[config.mk]
export PLATFORM = sky130hd
export DESIGN_NAME = sdram_cmd_guard
export DESIGN_NICKNAME = d
export VERILOG_FILES = /design/src/rtl/sdram_guard_pkg.sv /design/src/rtl/sdram_cmd_decode.sv /design/src/rtl/sdram_bank_track.sv /design/src/rtl/sdram_rule_check.sv /design/src/rtl/sdram_cmd_guard.sv
export SDC_FILE = /design/constraint.sdc
export NUM_CORES = 1
export LEC_CHECK = 0
export BUFFER_PORTS_ARGS = -buffer_cell sky130_fd_sc_hd__buf_2
export CORE_MARGIN = 1
export CORE_UTILIZATION = 25
export CTS_BUF_LIST = sky130_fd_sc_hd__clkbuf_4 sky130_fd_sc_hd__clkbuf_8 sky130_fd_sc_hd__clkbuf_16
export CTS_CLUSTER_SIZE = 24
export DETAILED_ROUTE_END_ITERATION = 7
export PLACE_DENSITY = 0.38
export SKIP_CTS_REPAIR_TIMING = 1
export SLEW_MARGIN = 10
export SYNTH_ARGS = -nofsm -noshare
export SYNTH_HDL_FRONTEND = slang
export SYNTH_SLANG_ARGS = --single-unit
[constraint.sdc]
create_clock -name clk -period 4.41 [get_ports clk]
set_input_delay 0.882 -clock clk [delete_from_list [all_inputs] [get_ports clk]]
set_output_delay 0.882 -clock clk [all_outputs]
set_load 0.02 [all_outputs]
[src/rtl/sdram_guard_pkg.sv]
package sdram_guard_pkg;

    typedef enum logic [3:0] {
        CMD_DESEL = 4'd0,
        CMD_NOP   = 4'd1,
        CMD_BST   = 4'd2,
        CMD_RD    = 4'd3,
        CMD_RDA   = 4'd4,
        CMD_WR    = 4'd5,
        CMD_WRA   = 4'd6,
        CMD_ACT   = 4'd7,
        CMD_PRE   = 4'd8,
        CMD_PALL  = 4'd9,
        CMD_REF   = 4'd10,
        CMD_MRS   = 4'd11,
        CMD_HOLD  = 4'd12
    } cmd_e;

    typedef enum logic [1:0] {
        BK_IDLE    = 2'd0,
        BK_OPEN    = 2'd1,
        BK_AUTOPRE = 2'd2,
        BK_PRECHG  = 2'd3
    } bank_e;

    typedef enum logic [3:0] {
        ER_NONE         = 4'd0,
        ER_NOT_OPEN     = 4'd1,
        ER_ALREADY_OPEN = 4'd2,
        ER_TRCD         = 4'd3,
        ER_TRAS         = 4'd4,
        ER_TRRD         = 4'd5,
        ER_TRP          = 4'd6,
        ER_TRC          = 4'd7,
        ER_WREC         = 4'd8,
        ER_NOT_ALL_IDLE = 4'd9,
        ER_TRFC         = 4'd10,
        ER_AUTOPRE      = 4'd11
    } err_e;

    // Snapshot of one bank, taken from its registers only.
    typedef struct packed {
        bank_e st;
        logic  rcd_ok;
        logic  ras_ok;
        logic  rc_ok;
        logic  wr_ok;
        logic  rp_ok;
    } bank_view_t;

    // Round a picosecond limit up to whole clocks, never below one.
    function automatic int ps_to_cyc(input int t_ps, input int clk_ps);
        int c;
        c = (t_ps + clk_ps - 1) / clk_ps;
        return (c < 1) ? 1 : c;
    endfunction

    function automatic int imax(input int a, input int b);
        return (a > b) ? a : b;
    endfunction

endpackage

[src/rtl/sdram_cmd_decode.sv]
module sdram_cmd_decode
    import sdram_guard_pkg::*;
(
    input  logic cke,
    input  logic cs_n,
    input  logic ras_n,
    input  logic cas_n,
    input  logic we_n,
    input  logic a10,
    output cmd_e cmd
);

    always_comb begin
        cmd = CMD_NOP;
        if (!cke) begin
            cmd = CMD_HOLD;
        end else if (cs_n) begin
            cmd = CMD_DESEL;
        end else begin
            unique case ({ras_n, cas_n, we_n})
                3'b111: cmd = CMD_NOP;
                3'b110: cmd = CMD_BST;
                3'b101: cmd = a10 ? CMD_RDA  : CMD_RD;
                3'b100: cmd = a10 ? CMD_WRA  : CMD_WR;
                3'b011: cmd = CMD_ACT;
                3'b010: cmd = a10 ? CMD_PALL : CMD_PRE;
                3'b001: cmd = CMD_REF;
                3'b000: cmd = CMD_MRS;
            endcase
        end
    end

endmodule

[src/rtl/sdram_bank_track.sv]
module sdram_bank_track
    import sdram_guard_pkg::*;
#(
    parameter int BURST_LEN = 4,
    parameter int WREC      = 2,
    parameter int TRCD      = 3,
    parameter int TRAS      = 6,
    parameter int TRP       = 3,
    parameter int TRC       = 8
) (
    input  logic       clk,
    input  logic       rst_n,
    input  logic       go_act,
    input  logic       go_rd,
    input  logic       go_wr,
    input  logic       go_ap,
    input  logic       go_pre,
    output bank_view_t view
);

    // Cycles spent in AUTOPRE after the edge that accepts the command.
    localparam int RD_HOLD = BURST_LEN - 1;
    localparam int WR_HOLD = BURST_LEN + WREC - 1;
    // Write-to-precharge distance counted from the write command.
    localparam int WR_GAP  = BURST_LEN + WREC - 2;
    localparam int MAXV    = imax(imax(imax(TRAS, TRC), imax(WR_HOLD, TRCD)), TRP);
    localparam int CW      = $clog2(MAXV + 1);

    bank_e          state_q, state_d;
    logic [CW-1:0]  tmr_q, tmr_d;
    logic [CW-1:0]  rcd_q, ras_q, rc_q, wr_q;

    function automatic logic [CW-1:0] dn(input logic [CW-1:0] v);
        return (v == '0) ? v : v - 1'b1;
    endfunction

    // state register
    always_ff @(posedge clk) begin
        if (!rst_n) begin
            state_q <= BK_IDLE;
            tmr_q   <= '0;
        end else begin
            state_q <= state_d;
            tmr_q   <= tmr_d;
        end
    end

    // next state
    always_comb begin
        state_d = state_q;
        tmr_d   = dn(tmr_q);
        unique case (state_q)
            BK_IDLE: begin
                if (go_act) state_d = BK_OPEN;
            end
            BK_OPEN: begin
                if ((go_rd || go_wr) && go_ap) begin
                    state_d = BK_AUTOPRE;
                    tmr_d   = go_wr ? CW'(WR_HOLD) : CW'(RD_HOLD);
                end else if (go_pre) begin
                    state_d = BK_PRECHG;
                    tmr_d   = CW'(TRP - 1);
                end
            end
            BK_AUTOPRE: begin
                if (tmr_q == '0) begin
                    state_d = BK_PRECHG;
                    tmr_d   = CW'(TRP - 1);
                end
            end
            BK_PRECHG: begin
                if (tmr_q == '0) state_d = go_act ? BK_OPEN : BK_IDLE;
            end
        endcase
    end

    // per-bank timing windows
    always_ff @(posedge clk) begin
        if (!rst_n) begin
            rcd_q <= '0;
            ras_q <= '0;
            rc_q  <= '0;
            wr_q  <= '0;
        end else begin
            rcd_q <= go_act ? CW'(TRCD - 1) : dn(rcd_q);
            ras_q <= go_act ? CW'(TRAS - 1) : dn(ras_q);
            rc_q  <= go_act ? CW'(TRC - 1)  : dn(rc_q);
            wr_q  <= go_wr  ? CW'(WR_GAP)   : dn(wr_q);
        end
    end

    // outputs
    always_comb begin
        view.st     = state_q;
        view.rcd_ok = (rcd_q == '0);
        view.ras_ok = (ras_q == '0);
        view.rc_ok  = (rc_q == '0);
        view.wr_ok  = (wr_q == '0);
        view.rp_ok  = (state_q == BK_IDLE) || (state_q == BK_PRECHG && tmr_q == '0);
    end

    p_col_needs_rcd_r4: assert property (@(posedge clk) disable iff (!rst_n)
        (go_rd || go_wr) |-> (state_q == BK_OPEN && rcd_q == '0));

    p_close_needs_ras_r5: assert property (@(posedge clk) disable iff (!rst_n)
        (go_pre && state_q == BK_OPEN) |-> (ras_q == '0 && wr_q == '0));

    p_open_needs_rp_rc_r6: assert property (@(posedge clk) disable iff (!rst_n)
        go_act |-> (rc_q == '0 && (state_q == BK_IDLE || (state_q == BK_PRECHG && tmr_q == '0))));

    p_autopre_ends_r9: assert property (@(posedge clk) disable iff (!rst_n)
        (state_q == BK_PRECHG && $past(state_q) == BK_AUTOPRE) |-> ($past(tmr_q) == '0));

endmodule

[src/rtl/sdram_rule_check.sv]
module sdram_rule_check
    import sdram_guard_pkg::*;
#(
    parameter int NUM_BANKS = 4,
    parameter int TRRD      = 2,
    parameter int TRFC      = 10,
    localparam int BA_W     = $clog2(NUM_BANKS)
) (
    input  logic            clk,
    input  logic            rst_n,
    input  cmd_e            cmd,
    input  logic [BA_W-1:0] bsel,
    input  bank_view_t      views [NUM_BANKS],
    output err_e            cause
);

    localparam int RW = $clog2(imax(TRRD, TRFC) + 1);

    logic [RW-1:0] rrd_q, rfc_q;
    bank_view_t    sel;
    logic          any_ap, any_ras, any_wr, all_idle;
    logic          legal;

    function automatic logic [RW-1:0] dn(input logic [RW-1:0] v);
        return (v == '0) ? v : v - 1'b1;
    endfunction

    always_comb begin
        any_ap   = 1'b0;
        any_ras  = 1'b0;
        any_wr   = 1'b0;
        all_idle = 1'b1;
        for (int i = 0; i < NUM_BANKS; i++) begin
            if (views[i].st == BK_AUTOPRE)                    any_ap   = 1'b1;
            if (views[i].st == BK_OPEN && !views[i].ras_ok)   any_ras  = 1'b1;
            if (views[i].st == BK_OPEN && !views[i].wr_ok)    any_wr   = 1'b1;
            if (!views[i].rp_ok)                              all_idle = 1'b0;
        end
    end

    assign sel = views[bsel];

    // cause, in priority order
    always_comb begin
        cause = ER_NONE;
        if (rfc_q != '0 && !(cmd inside {CMD_DESEL, CMD_NOP, CMD_HOLD})) begin
            cause = ER_TRFC;
        end else begin
            unique case (cmd)
                CMD_RD, CMD_RDA, CMD_WR, CMD_WRA: begin
                    if (sel.st == BK_AUTOPRE)   cause = ER_AUTOPRE;
                    else if (sel.st != BK_OPEN) cause = ER_NOT_OPEN;
                    else if (!sel.rcd_ok)       cause = ER_TRCD;
                end
                CMD_ACT: begin
                    if (sel.st == BK_AUTOPRE)   cause = ER_AUTOPRE;
                    else if (sel.st == BK_OPEN) cause = ER_ALREADY_OPEN;
                    else if (!sel.rp_ok)        cause = ER_TRP;
                    else if (!sel.rc_ok)        cause = ER_TRC;
                    else if (rrd_q != '0)       cause = ER_TRRD;
                end
                CMD_PRE: begin
                    if (sel.st == BK_AUTOPRE)                    cause = ER_AUTOPRE;
                    else if (sel.st == BK_OPEN && !sel.ras_ok)   cause = ER_TRAS;
                    else if (sel.st == BK_OPEN && !sel.wr_ok)    cause = ER_WREC;
                end
                CMD_PALL: begin
                    if (any_ap)       cause = ER_AUTOPRE;
                    else if (any_ras) cause = ER_TRAS;
                    else if (any_wr)  cause = ER_WREC;
                end
                CMD_REF, CMD_MRS: begin
                    if (!all_idle) cause = ER_NOT_ALL_IDLE;
                end
                default: cause = ER_NONE;
            endcase
        end
    end

    assign legal = (cause == ER_NONE);

    // shared windows: activate spacing and refresh lockout
    always_ff @(posedge clk) begin
        if (!rst_n) begin
            rrd_q <= '0;
            rfc_q <= '0;
        end else begin
            rrd_q <= (legal && cmd == CMD_ACT) ? RW'(TRRD - 1) : dn(rrd_q);
            rfc_q <= (legal && cmd == CMD_REF) ? RW'(TRFC - 1) : dn(rfc_q);
        end
    end

    p_lockout_blocks_act_r8: assert property (@(posedge clk) disable iff (!rst_n)
        (rfc_q != '0 && cmd == CMD_ACT) |-> !legal);

    p_spacing_blocks_act_r6: assert property (@(posedge clk) disable iff (!rst_n)
        (rrd_q != '0 && cmd == CMD_ACT) |-> !legal);

endmodule

[src/rtl/sdram_cmd_guard.sv]
module sdram_cmd_guard
    import sdram_guard_pkg::*;
#(
    parameter int NUM_BANKS = 4,
    parameter int CLK_PS    = 7500,
    parameter int TRCD_PS   = 18000,
    parameter int TRAS_PS   = 42000,
    parameter int TRP_PS    = 18000,
    parameter int TRRD_PS   = 12000,
    parameter int TRC_PS    = 60000,
    parameter int TRFC_PS   = 72000,
    parameter int WREC_CYC  = 2,
    parameter int BURST_LEN = 4,
    localparam int BA_W     = $clog2(NUM_BANKS)
) (
    input  logic                   clk,
    input  logic                   rst_n,
    input  logic                   cke,
    input  logic                   cs_n,
    input  logic                   ras_n,
    input  logic                   cas_n,
    input  logic                   we_n,
    input  logic [BA_W-1:0]        ba,
    input  logic                   a10,
    output logic [3:0]             cmd_code,
    output logic                   err_pulse,
    output logic [3:0]             err_cause,
    output logic [2*NUM_BANKS-1:0] bank_state
);

    localparam int C_TRCD = ps_to_cyc(TRCD_PS, CLK_PS);
    localparam int C_TRAS = ps_to_cyc(TRAS_PS, CLK_PS);
    localparam int C_TRP  = ps_to_cyc(TRP_PS,  CLK_PS);
    localparam int C_TRRD = ps_to_cyc(TRRD_PS, CLK_PS);
    localparam int C_TRC  = ps_to_cyc(TRC_PS,  CLK_PS);
    localparam int C_TRFC = ps_to_cyc(TRFC_PS, CLK_PS);

    cmd_e             cmd;
    err_e             cause;
    logic             legal;
    logic             is_col, is_ap;
    bank_view_t       views [NUM_BANKS];
    logic [NUM_BANKS-1:0] idle_now;

    cmd_e             cmd_q;
    err_e             cause_q;
    logic             err_q;

    sdram_cmd_decode u_dec (
        .cke   (cke),
        .cs_n  (cs_n),
        .ras_n (ras_n),
        .cas_n (cas_n),
        .we_n  (we_n),
        .a10   (a10),
        .cmd   (cmd)
    );

    sdram_rule_check #(
        .NUM_BANKS (NUM_BANKS),
        .TRRD      (C_TRRD),
        .TRFC      (C_TRFC)
    ) u_rules (
        .clk   (clk),
        .rst_n (rst_n),
        .cmd   (cmd),
        .bsel  (ba),
        .views (views),
        .cause (cause)
    );

    assign legal  = (cause == ER_NONE);
    assign is_col = (cmd inside {CMD_RD, CMD_RDA, CMD_WR, CMD_WRA});
    assign is_ap  = (cmd inside {CMD_RDA, CMD_WRA});

    for (genvar gi = 0; gi < NUM_BANKS; gi++) begin : g_bank
        logic hit;
        assign hit = (ba == BA_W'(gi));

        sdram_bank_track #(
            .BURST_LEN (BURST_LEN),
            .WREC      (WREC_CYC),
            .TRCD      (C_TRCD),
            .TRAS      (C_TRAS),
            .TRP       (C_TRP),
            .TRC       (C_TRC)
        ) u_bank (
            .clk    (clk),
            .rst_n  (rst_n),
            .go_act (legal && hit && cmd == CMD_ACT),
            .go_rd  (legal && hit && (cmd == CMD_RD || cmd == CMD_RDA)),
            .go_wr  (legal && hit && (cmd == CMD_WR || cmd == CMD_WRA)),
            .go_ap  (is_ap),
            .go_pre (legal && ((hit && cmd == CMD_PRE) || cmd == CMD_PALL)),
            .view   (views[gi])
        );

        assign bank_state[2*gi +: 2] = views[gi].st;
        assign idle_now[gi]          = (views[gi].st == BK_IDLE);
    end

    // registered report of the sampled command
    always_ff @(posedge clk) begin
        if (!rst_n) begin
            cmd_q   <= CMD_DESEL;
            cause_q <= ER_NONE;
            err_q   <= 1'b0;
        end else begin
            cmd_q   <= cmd;
            cause_q <= cause;
            err_q   <= !legal;
        end
    end

    assign cmd_code  = cmd_q;
    assign err_cause = cause_q;
    assign err_pulse = err_q;

    p_hold_is_quiet_r2: assert property (@(posedge clk) disable iff (!rst_n)
        (cmd_q == CMD_HOLD) |-> !err_q);

    p_refresh_after_idle_r7: assert property (@(posedge clk) disable iff (!rst_n)
        (cmd_q == CMD_REF && !err_q) |-> (&idle_now));

    p_flag_has_cause_r11: assert property (@(posedge clk) disable iff (!rst_n)
        err_q |-> (cause_q != ER_NONE));

    p_col_only_open_r3: assert property (@(posedge clk) disable iff (!rst_n)
        (is_col && legal) |-> (views[ba].st == BK_OPEN));

endmodule

* Word-level counts from Yosys, hierarchy flattened
Index checks and enable logic that the tools add are counted.
** Cells by class
- Equality and inequality tests :: 70
- Reduce and logical (&&, ||, !) cells :: 121
- Bitwise operators :: 2
- Mux-type cells :: 130
- $add $sub $neg :: 22
- $lt $le $gt $ge :: 1
** Operators with widths (count)
- 2-to-1 mux 4 bit :: 34
- logical NOT 4 bit :: 24
- 2-to-1 mux 3 bit :: 30
- subtractor 4 x 1 -> 4 bit (second input constant) :: 22
- != test 2 x 1 -> 1 bit (second input constant) :: 31
- 2-to-1 mux 2 bit :: 30
- logical AND 1 bit :: 45
- one-hot mux 2 bit (4 select lines) :: 4
- one-hot mux 4 bit (2 select lines) :: 4
- one-hot mux 4 bit (8 select lines) :: 1
- 2-to-1 mux 1 bit :: 23
- == test 2 bit (second input constant) :: 11
- OR reduction 2 bit :: 11
- == test 4 bit (second input constant) :: 5
- one-hot mux 4 bit (5 select lines) :: 1
- == test 4 x 3 -> 1 bit (second input constant) :: 4
- AND reduction 4 bit :: 4
- binary-select mux 7 bit (select 2 bit) :: 1
- logical OR 1 bit :: 14
- 2-to-1 mux 7 bit :: 2
- == test 2 x 1 -> 1 bit (second input constant) :: 6
- == test 3 bit (second input constant) :: 4
- logical NOT 1 bit :: 12
- != test 3 x 1 -> 1 bit (second input constant) :: 4
- other kinds (13) :: 19
** Word-level totals
- Input port bits :: 10
- Word-level logic and storage cells :: 393
- Output and inout port bits :: 17
- Bits in registers :: 105

* Depth between registers and ports, before layout
- Word-level depth :: 20
- Gate-level depth with buffers :: 15
- Gate-level depth less buffers :: 11

* Hierarchy
A second synthesis with hierarchy kept.
** Second synthesis, totals
- Cells, all modules :: 735
- Area total of the unflattened synthesis :: 6433.7 um2
** By module, submodules not included
- sdram_bank_track :: area an instance 1197.4 um2, cells an instance 139, instances 4, seq. area each 440.4 um2
- sdram_rule_check :: area an instance 1058.5 um2, cells an instance 111, instances 1, seq. area each 160.2 um2
- sdram_cmd_guard :: area an instance 480.5 um2, cells an instance 49, instances 1, seq. area each 180.2 um2
- sdram_cmd_decode :: area an instance 105.1 um2, cells an instance 19, instances 1, seq. area each 0.0 um2

* Worst setup path after synthesis
No wires, ideal clock.
- Kind :: in2reg
- From :: input port ba[0]
- To :: register g_bank[0].u_bank.tmr_q[1]
- Path buffers :: 5
- Data arrival time :: 3685 ps
- Path slack :: 592 ps
- Data required time :: 4277 ps
- Setup time :: 133 ps
- Stages :: 14
- Path through :: buf_2 -> or2_2 -> clkbuf_1 -> nor3_1 -> nor4_1 -> a21oi_1 -> or4_4 -> buf_6 -> or3_4 -> buf_6 -> or3_1 -> buf_2 -> o31ai_1 -> a311oi_1
** Between the ends
- Longest elaborated chain between the ends :: 18
- Elaborated cells between the ends (all ways) :: 37
- Those cells by class :: eq/ne (3); mux (19); bitwise (1); reduce/logical (14)
** RTL lines
- from (decl) :: line sdram_cmd_guard.sv:23 : input logic [BA_W-1:0] ba,
- inverter 2 -> 3 bit (implied by the code) :: line sdram_rule_check.sv:41 : assign sel = views[bsel];
- binary-select mux 7 bit (select 2 bit) :: line sdram_rule_check.sv:41
- 2-to-1 mux 7 bit (implied by the code) (2 in series) :: line sdram_rule_check.sv:41
- == test 2 x 1 -> 1 bit / logical NOT 1 bit (equally long branches) :: line sdram_rule_check.sv:57, sdram_rule_check.sv:64, sdram_rule_check.sv:65
- logical AND 1 bit :: line sdram_rule_check.sv:65 : else if (sel.st == BK_OPEN && !sel.wr_ok) cause = ER_WREC;
- 2-to-1 mux 4 bit :: line sdram_rule_check.sv:65
- 2-to-1 mux 4 bit :: line sdram_rule_check.sv:64 : else if (sel.st == BK_OPEN && !sel.ras_ok) cause = ER_TRAS;
- 2-to-1 mux 4 bit :: line sdram_rule_check.sv:63 : if (sel.st == BK_AUTOPRE) cause = ER_AUTOPRE;
- one-hot mux 4 bit (5 select lines) :: line sdram_rule_check.sv:49 : unique case (cmd)
- 2-to-1 mux 4 bit :: line sdram_rule_check.sv:46 : if (rfc_q != '0 && !(cmd inside {CMD_DESEL, CMD_NOP, CMD_HOLD})) begin
- logical NOT 4 bit :: line sdram_cmd_guard.sv:72 : assign legal = (cause == ER_NONE);
- logical AND 1 bit :: line sdram_cmd_guard.sv:91, sdram_cmd_guard.sv:92
- logical AND 1 bit (on tied branches) :: line sdram_cmd_guard.sv:91, sdram_cmd_guard.sv:92
- logical OR 1 bit :: line sdram_bank_track.sv:57 : if ((go_rd || go_wr) && go_ap) begin
- logical AND 1 bit :: line sdram_bank_track.sv:57
- 2-to-1 mux 4 bit (*) :: line sdram_bank_track.sv:57
- one-hot mux 4 bit (2 select lines) (*) :: line sdram_bank_track.sv:52 : unique case (state_q)
- to (signal assigned) :: line sdram_bank_track.sv:44 : tmr_q <= tmr_d;
- to (decl) :: line sdram_bank_track.sv:30 : logic [CW-1:0] tmr_q, tmr_d;
Mark *: on every way between the ends. The rest lies on a longest branch, timed or not. The select of a mux whose other input is x is not followed.
A chain may end at the register's enable or synchronous reset.

* Worst setup path in the final report
- From :: register g_bank[1].u_bank.state_q[1]
- To :: register g_bank[2].u_bank.wr_q[1]
** Between the ends
- Longest elaborated chain between the ends :: 15
- Elaborated cells between the ends (all ways) :: 46
- Those cells by class :: eq/ne (6); mux (29); reduce/logical (11)
** RTL lines
- from (decl) :: line sdram_bank_track.sv:29 : bank_e state_q, state_d;
- from (signal assigned) :: line sdram_bank_track.sv:43 : state_q <= state_d;
- == test 2 bit :: line sdram_bank_track.sv:99 : view.rp_ok = (state_q == BK_IDLE) || (state_q == BK_PRECHG && tmr_q == '0);
- logical AND 1 bit :: line sdram_bank_track.sv:99
- logical OR 1 bit :: line sdram_bank_track.sv:99
- binary-select mux 7 bit (select 2 bit) :: line sdram_rule_check.sv:41
- 2-to-1 mux 7 bit (implied by the code) (2 in series) :: line sdram_rule_check.sv:41
- 2-to-1 mux 4 bit :: line sdram_rule_check.sv:58 : else if (!sel.rp_ok) cause = ER_TRP;
- 2-to-1 mux 4 bit :: line sdram_rule_check.sv:57 : else if (sel.st == BK_OPEN) cause = ER_ALREADY_OPEN;
- 2-to-1 mux 4 bit :: line sdram_rule_check.sv:56 : if (sel.st == BK_AUTOPRE) cause = ER_AUTOPRE;
- one-hot mux 4 bit (5 select lines) (*) :: line sdram_rule_check.sv:49
- 2-to-1 mux 4 bit (*) :: line sdram_rule_check.sv:46
- logical NOT 4 bit (*) :: line sdram_cmd_guard.sv:72
- logical AND 1 bit (*) (2 in series) :: line sdram_cmd_guard.sv:92 : .go_wr (legal && hit && (cmd == CMD_WR || cmd == CMD_WRA)),
- OR reduction 2 bit (no source line) (*)
- to (signal assigned) :: line sdram_bank_track.sv:88 : wr_q <= go_wr ? CW'(WR_GAP) : dn(wr_q);
- to (decl) :: line sdram_bank_track.sv:31 : logic [CW-1:0] rcd_q, ras_q, rc_q, wr_q;
Marked as above.

==> metrics.log <==
INFO  metric place.gp.congestion = 0.882
INFO  metric placed_cell_area = 6740 sq um
INFO  metric drc = 0
INFO  metric final.min_clock_period = 4.03 ns
INFO  metric clock_tree.root_cell = sky130_fd_sc_hd__clkbuf_16
INFO  metric power_frac_seq = 32.0%
INFO  metric syn-cell-area = 6170 sq um
INFO  metric ir_drop = 0.173 mV
INFO  metric synthDominantAreaCellType = sky130_fd_sc_hd__dfxtp_1
INFO  metric pwr-share-clk = 19.0%
INFO  metric status = finished clean
INFO  metric pwr_density_cell = 647 nW/um^2
INFO  metric layout_setup_ws = 0.384 ns
INFO  metric final_layout_size_suffix_gt1_share = 12.2%
INFO  metric yosysMostFrequentCell = sky130_fd_sc_hd__dfxtp_1
INFO  metric max-clock-path-buffers = 2
INFO  metric finish.utilization = 29.1%
INFO  metric power.share.switching = 40.5%
INFO  metric first_global_vias = 5,423
INFO  metric worstSetupStartpointType = register
INFO  metric dp_worst_setup_slack = 0.168 ns
INFO  metric io-pin-count = 27
INFO  metric yosysTopAreaCellShare = 34.1%
INFO  metric synthesis_warning_total = 0
INFO  metric synth_edf_count = 0
INFO  metric async_flop_share = 0%
INFO  metric core = 24,200 sq um
INFO  metric p_total = 4.56 mW
INFO  metric htreeDepth = 3
INFO  metric internal-power = 2.72 mW
INFO  metric pin_count_of_the_biggest_net_entering_global_routing = 31
INFO  metric grt.total_usage = 14.8%
INFO  metric buffer_ports.inserted = 26
INFO  metric route.final.wire_length = 18.4 mm
INFO  metric reg2regPathDepth = 10
INFO  metric synth-seq-cells = 105
INFO  metric insertion_delay = 0.36 ns
INFO  metric top_post_synthesis_cells_by_area = sky130_fd_sc_hd__dfxtp_1 (34%), sky130_fd_sc_hd__ha_1 (9.7%), sky130_fd_sc_hd__a21oi_1 (6.2%)
INFO  metric max_clock_freq = 248 MHz
INFO  metric hp-start = g_bank[0].u_bank.ras_q[1]$_SDFFE_PP0N_
INFO  metric r2r_start = g_bank[1].u_bank.state_q[1]$_SDFFE_PN0P_
INFO  metric design.die.area = 25,300 sq um
INFO  metric syn-mean-instance-area = 8.18 sq um
INFO  metric syn_inst = 754
INFO  metric gr-total-overflow = 0
INFO  metric rsz0062_at_grt = no
INFO  metric ys_dominant_reg_cell = sky130_fd_sc_hd__dfxtp_1
INFO  metric count_of_inserted_antenna_diode_cells = 0
INFO  metric power.static_leakage = 2.80 nW
INFO  metric wire_length_per_cell = 16.5 um
INFO  metric fill_cells = 2,626
INFO  metric antenna_violations_before_repair = 0
INFO  metric count_of_endpoints_failing_hold_in_the_final_timing_report = 0
INFO  metric synth_sequential_area_ratio = 34.1%
INFO  metric arrival = 4.26 ns
INFO  metric finalNetCount = 840
INFO  metric sw_power = 1.85 mW
INFO  metric r2r_setup_slack = 0.38 ns
INFO  metric cts_tree = yes
INFO  metric synth_cell_type_count = 73
INFO  metric dieHeight = 159 um
INFO  metric crit_path_start = g_bank[1].u_bank.state_q[1]$_SDFFE_PN0P_
INFO  metric max-slew-margin-rel = 57.3%
INFO  metric synth_common_cells = sky130_fd_sc_hd__dfxtp_1 (105), sky130_fd_sc_hd__a21oi_1 (76), sky130_fd_sc_hd__nor2_1 (75), sky130_fd_sc_hd__inv_1 (60)
INFO  metric cts-buffers-inserted = 9
INFO  metric critical_path_required_time = 4.64 ns
INFO  metric combPwrFrac = 49.0%
INFO  metric first_pass_iters = 5
INFO  metric timing_max_transition_violations_final = 0
INFO  metric drt_first_iter_violations = 342
INFO  metric die_w = 159 um
INFO  metric syn_nets = 812
INFO  metric rows = 57
INFO  metric report.final.setup_viol = 0
INFO  metric period_share = 91.3%
INFO  metric flow.area_growth_from_synthesis = 14.3%
INFO  metric worst-slew-pin-transition = 0.640 ns
INFO  metric final_antenna_net_count = 0
INFO  metric path_class = register to register
INFO  metric detailroute.via_count = 5,546
INFO  metric timing.clock.skew = 0.0118 ns
INFO  metric crit_end = g_bank[2].u_bank.wr_q[1]$_SDFFE_PP0N_
INFO  metric first_pass_grt_wire_length = 29.4 mm
INFO  metric critical_path.max_fanout = 10
INFO  metric final.setup.tns = 0 ns
INFO  metric post-dp-hpwl = 14.1 mm
INFO  metric r2r_end = g_bank[2].u_bank.wr_q[1]$_SDFFE_PP0N_
INFO  metric fin_area = 7050 sq um
INFO  metric cts.sink_count = 105
INFO  metric initial_core_util = 25.4%
INFO  metric timing.critical_path.to_type = register
INFO  metric viasPerCell = 4.99
INFO  metric worstHoldPathType = register to register
INFO  metric max_cap_viol_count = 0
INFO  metric clk_transition_reported_paths = 0.07 ns
-- power by group through the flow --
stage	Combinational (mW)	Sequential [mW]	Clock, mW
detailed placement	2.24	1.48	0
CTS	2.25	1.46	0.898
floorplan	1.75	1.45	0
global route	2.54	1.51	0.933
global placement	2.17	1.47	0
finish	2.24	1.46	0.865
-- final cells by class --
type / instances / area [sq um] / share of cell area, %
clock inverter: 4 / 57.6 / 0.816
inverter: 61 / 229 / 3.25
clock buffer: 12 / 254 / 3.60
multi-input combinational: 555 / 3690 / 52.4
sequential: 105 / 2100 / 29.8
timing repair buffer: 50 / 310 / 4.40
tap: 324 / 405 / 5.75
-- worst max-delay path, stage by stage, from the launching register on --
cell and delay [ns]:
sky130_fd_sc_hd__dfxtp_1 0.46, sky130_fd_sc_hd__ha_1 0.24, sky130_fd_sc_hd__nor4bb_1 0.52, sky130_fd_sc_hd__nor3_1 0.10, sky130_fd_sc_hd__nor4_1 0.50, sky130_fd_sc_hd__a21oi_1 0.18
sky130_fd_sc_hd__or4_4 0.59, sky130_fd_sc_hd__or3_4 0.41, sky130_fd_sc_hd__or3_1 0.48, sky130_fd_sc_hd__o21ai_1 0.32, sky130_fd_sc_hd__a211oi_1 0.09
-- layout by cell type (no fill, tap or decap), drive strengths merged, types with 4 or more instances in the layout --
cell type and count:
xnor2 15, a21oi 76, and3 5, or3 26, nor2 75, o21ai 41
or4b 4, a21boi 6, nand2 48, buf 50, o31ai 9, and2 6
nor3b 7, a211oi 15, ha 48, nand3 8, nor3 43, mux4 6
mux2i 8, clkbuf 12, nor2b 5, xor2 5, o21a 4, nand4 6
a31oi 6, inv 62, mux2 9, dfxtp 105, nor4 9, nand2b 10
or3b 9
-- per-stage QoR --
stage,hold WS (ns),cells
6_report,0.501,1111
5_1_grt,0.517,1111
4_1_cts,0.502,1111
3_5_place_dp,0.485,1095
3_3_place_gp,0.472,1095
2_1_floorplan,0.456,754
-- worst min-delay path by stage --
| stage | to | slack [ns] | cells after the start |
|---|---|---|---|
| 4_1_cts | g_bank[2].u_bank.rcd_q[3]$_SDFFE_PP0P_ | 0.50 | 2 |
| 2_1_floorplan | g_bank[0].u_bank.rcd_q[3]$_SDFFE_PP0P_ | 0.46 | 2 |
| 5_1_grt | g_bank[0].u_bank.rcd_q[3]$_SDFFE_PP0P_ | 0.52 | 2 |
| 6_report | g_bank[0].u_bank.ras_q[1]$_SDFFE_PP0N_ | 0.50 | 2 |
| 3_5_place_dp | g_bank[2].u_bank.rcd_q[3]$_SDFFE_PP0P_ | 0.49 | 2 |
| 3_3_place_gp | g_bank[1].u_bank.rcd_q[3]$_SDFFE_PP0P_ | 0.47 | 2 |
-- sequential cells by signal, summed over array words and instances (netlist names) --
name / cells
g_bank.u_bank.ras_q: 16
g_bank.u_bank.rc_q: 16
g_bank.u_bank.rcd_q: 16
g_bank.u_bank.tmr_q: 16
g_bank.u_bank.wr_q: 16
g_bank.u_bank.state_q: 8
cmd_code: 4
err_cause: 4
u_rules.rfc_q: 4
u_rules.rrd_q: 4
err_pulse: 1
-- logic make-up (layout without fill, tap and decap cells) --
kind of cell	after synthesis	in the layout	synth area share [%]
AND/OR/NAND/NOR	273	273	23.0
AO/OA/AOI/OAI	191	191	19.1
flip-flops	105	105	34.1
buffers and inverters	94	127	6.08
adder cells (fa/ha/maj)	48	48	9.73
multiplexers	23	23	5.13
XOR/XNOR	20	20	2.84
-- per-layer routing --
metal	up-vias	wire, um	track usage, %
li1	2750	-	-
met1	2684	9010	19.8
met2	96	8570	24.6
met3	16	539	1.98
met4	0	247	4.68
met5	-	0	0
No activity file was read; power rests on OpenSTA's default activity.
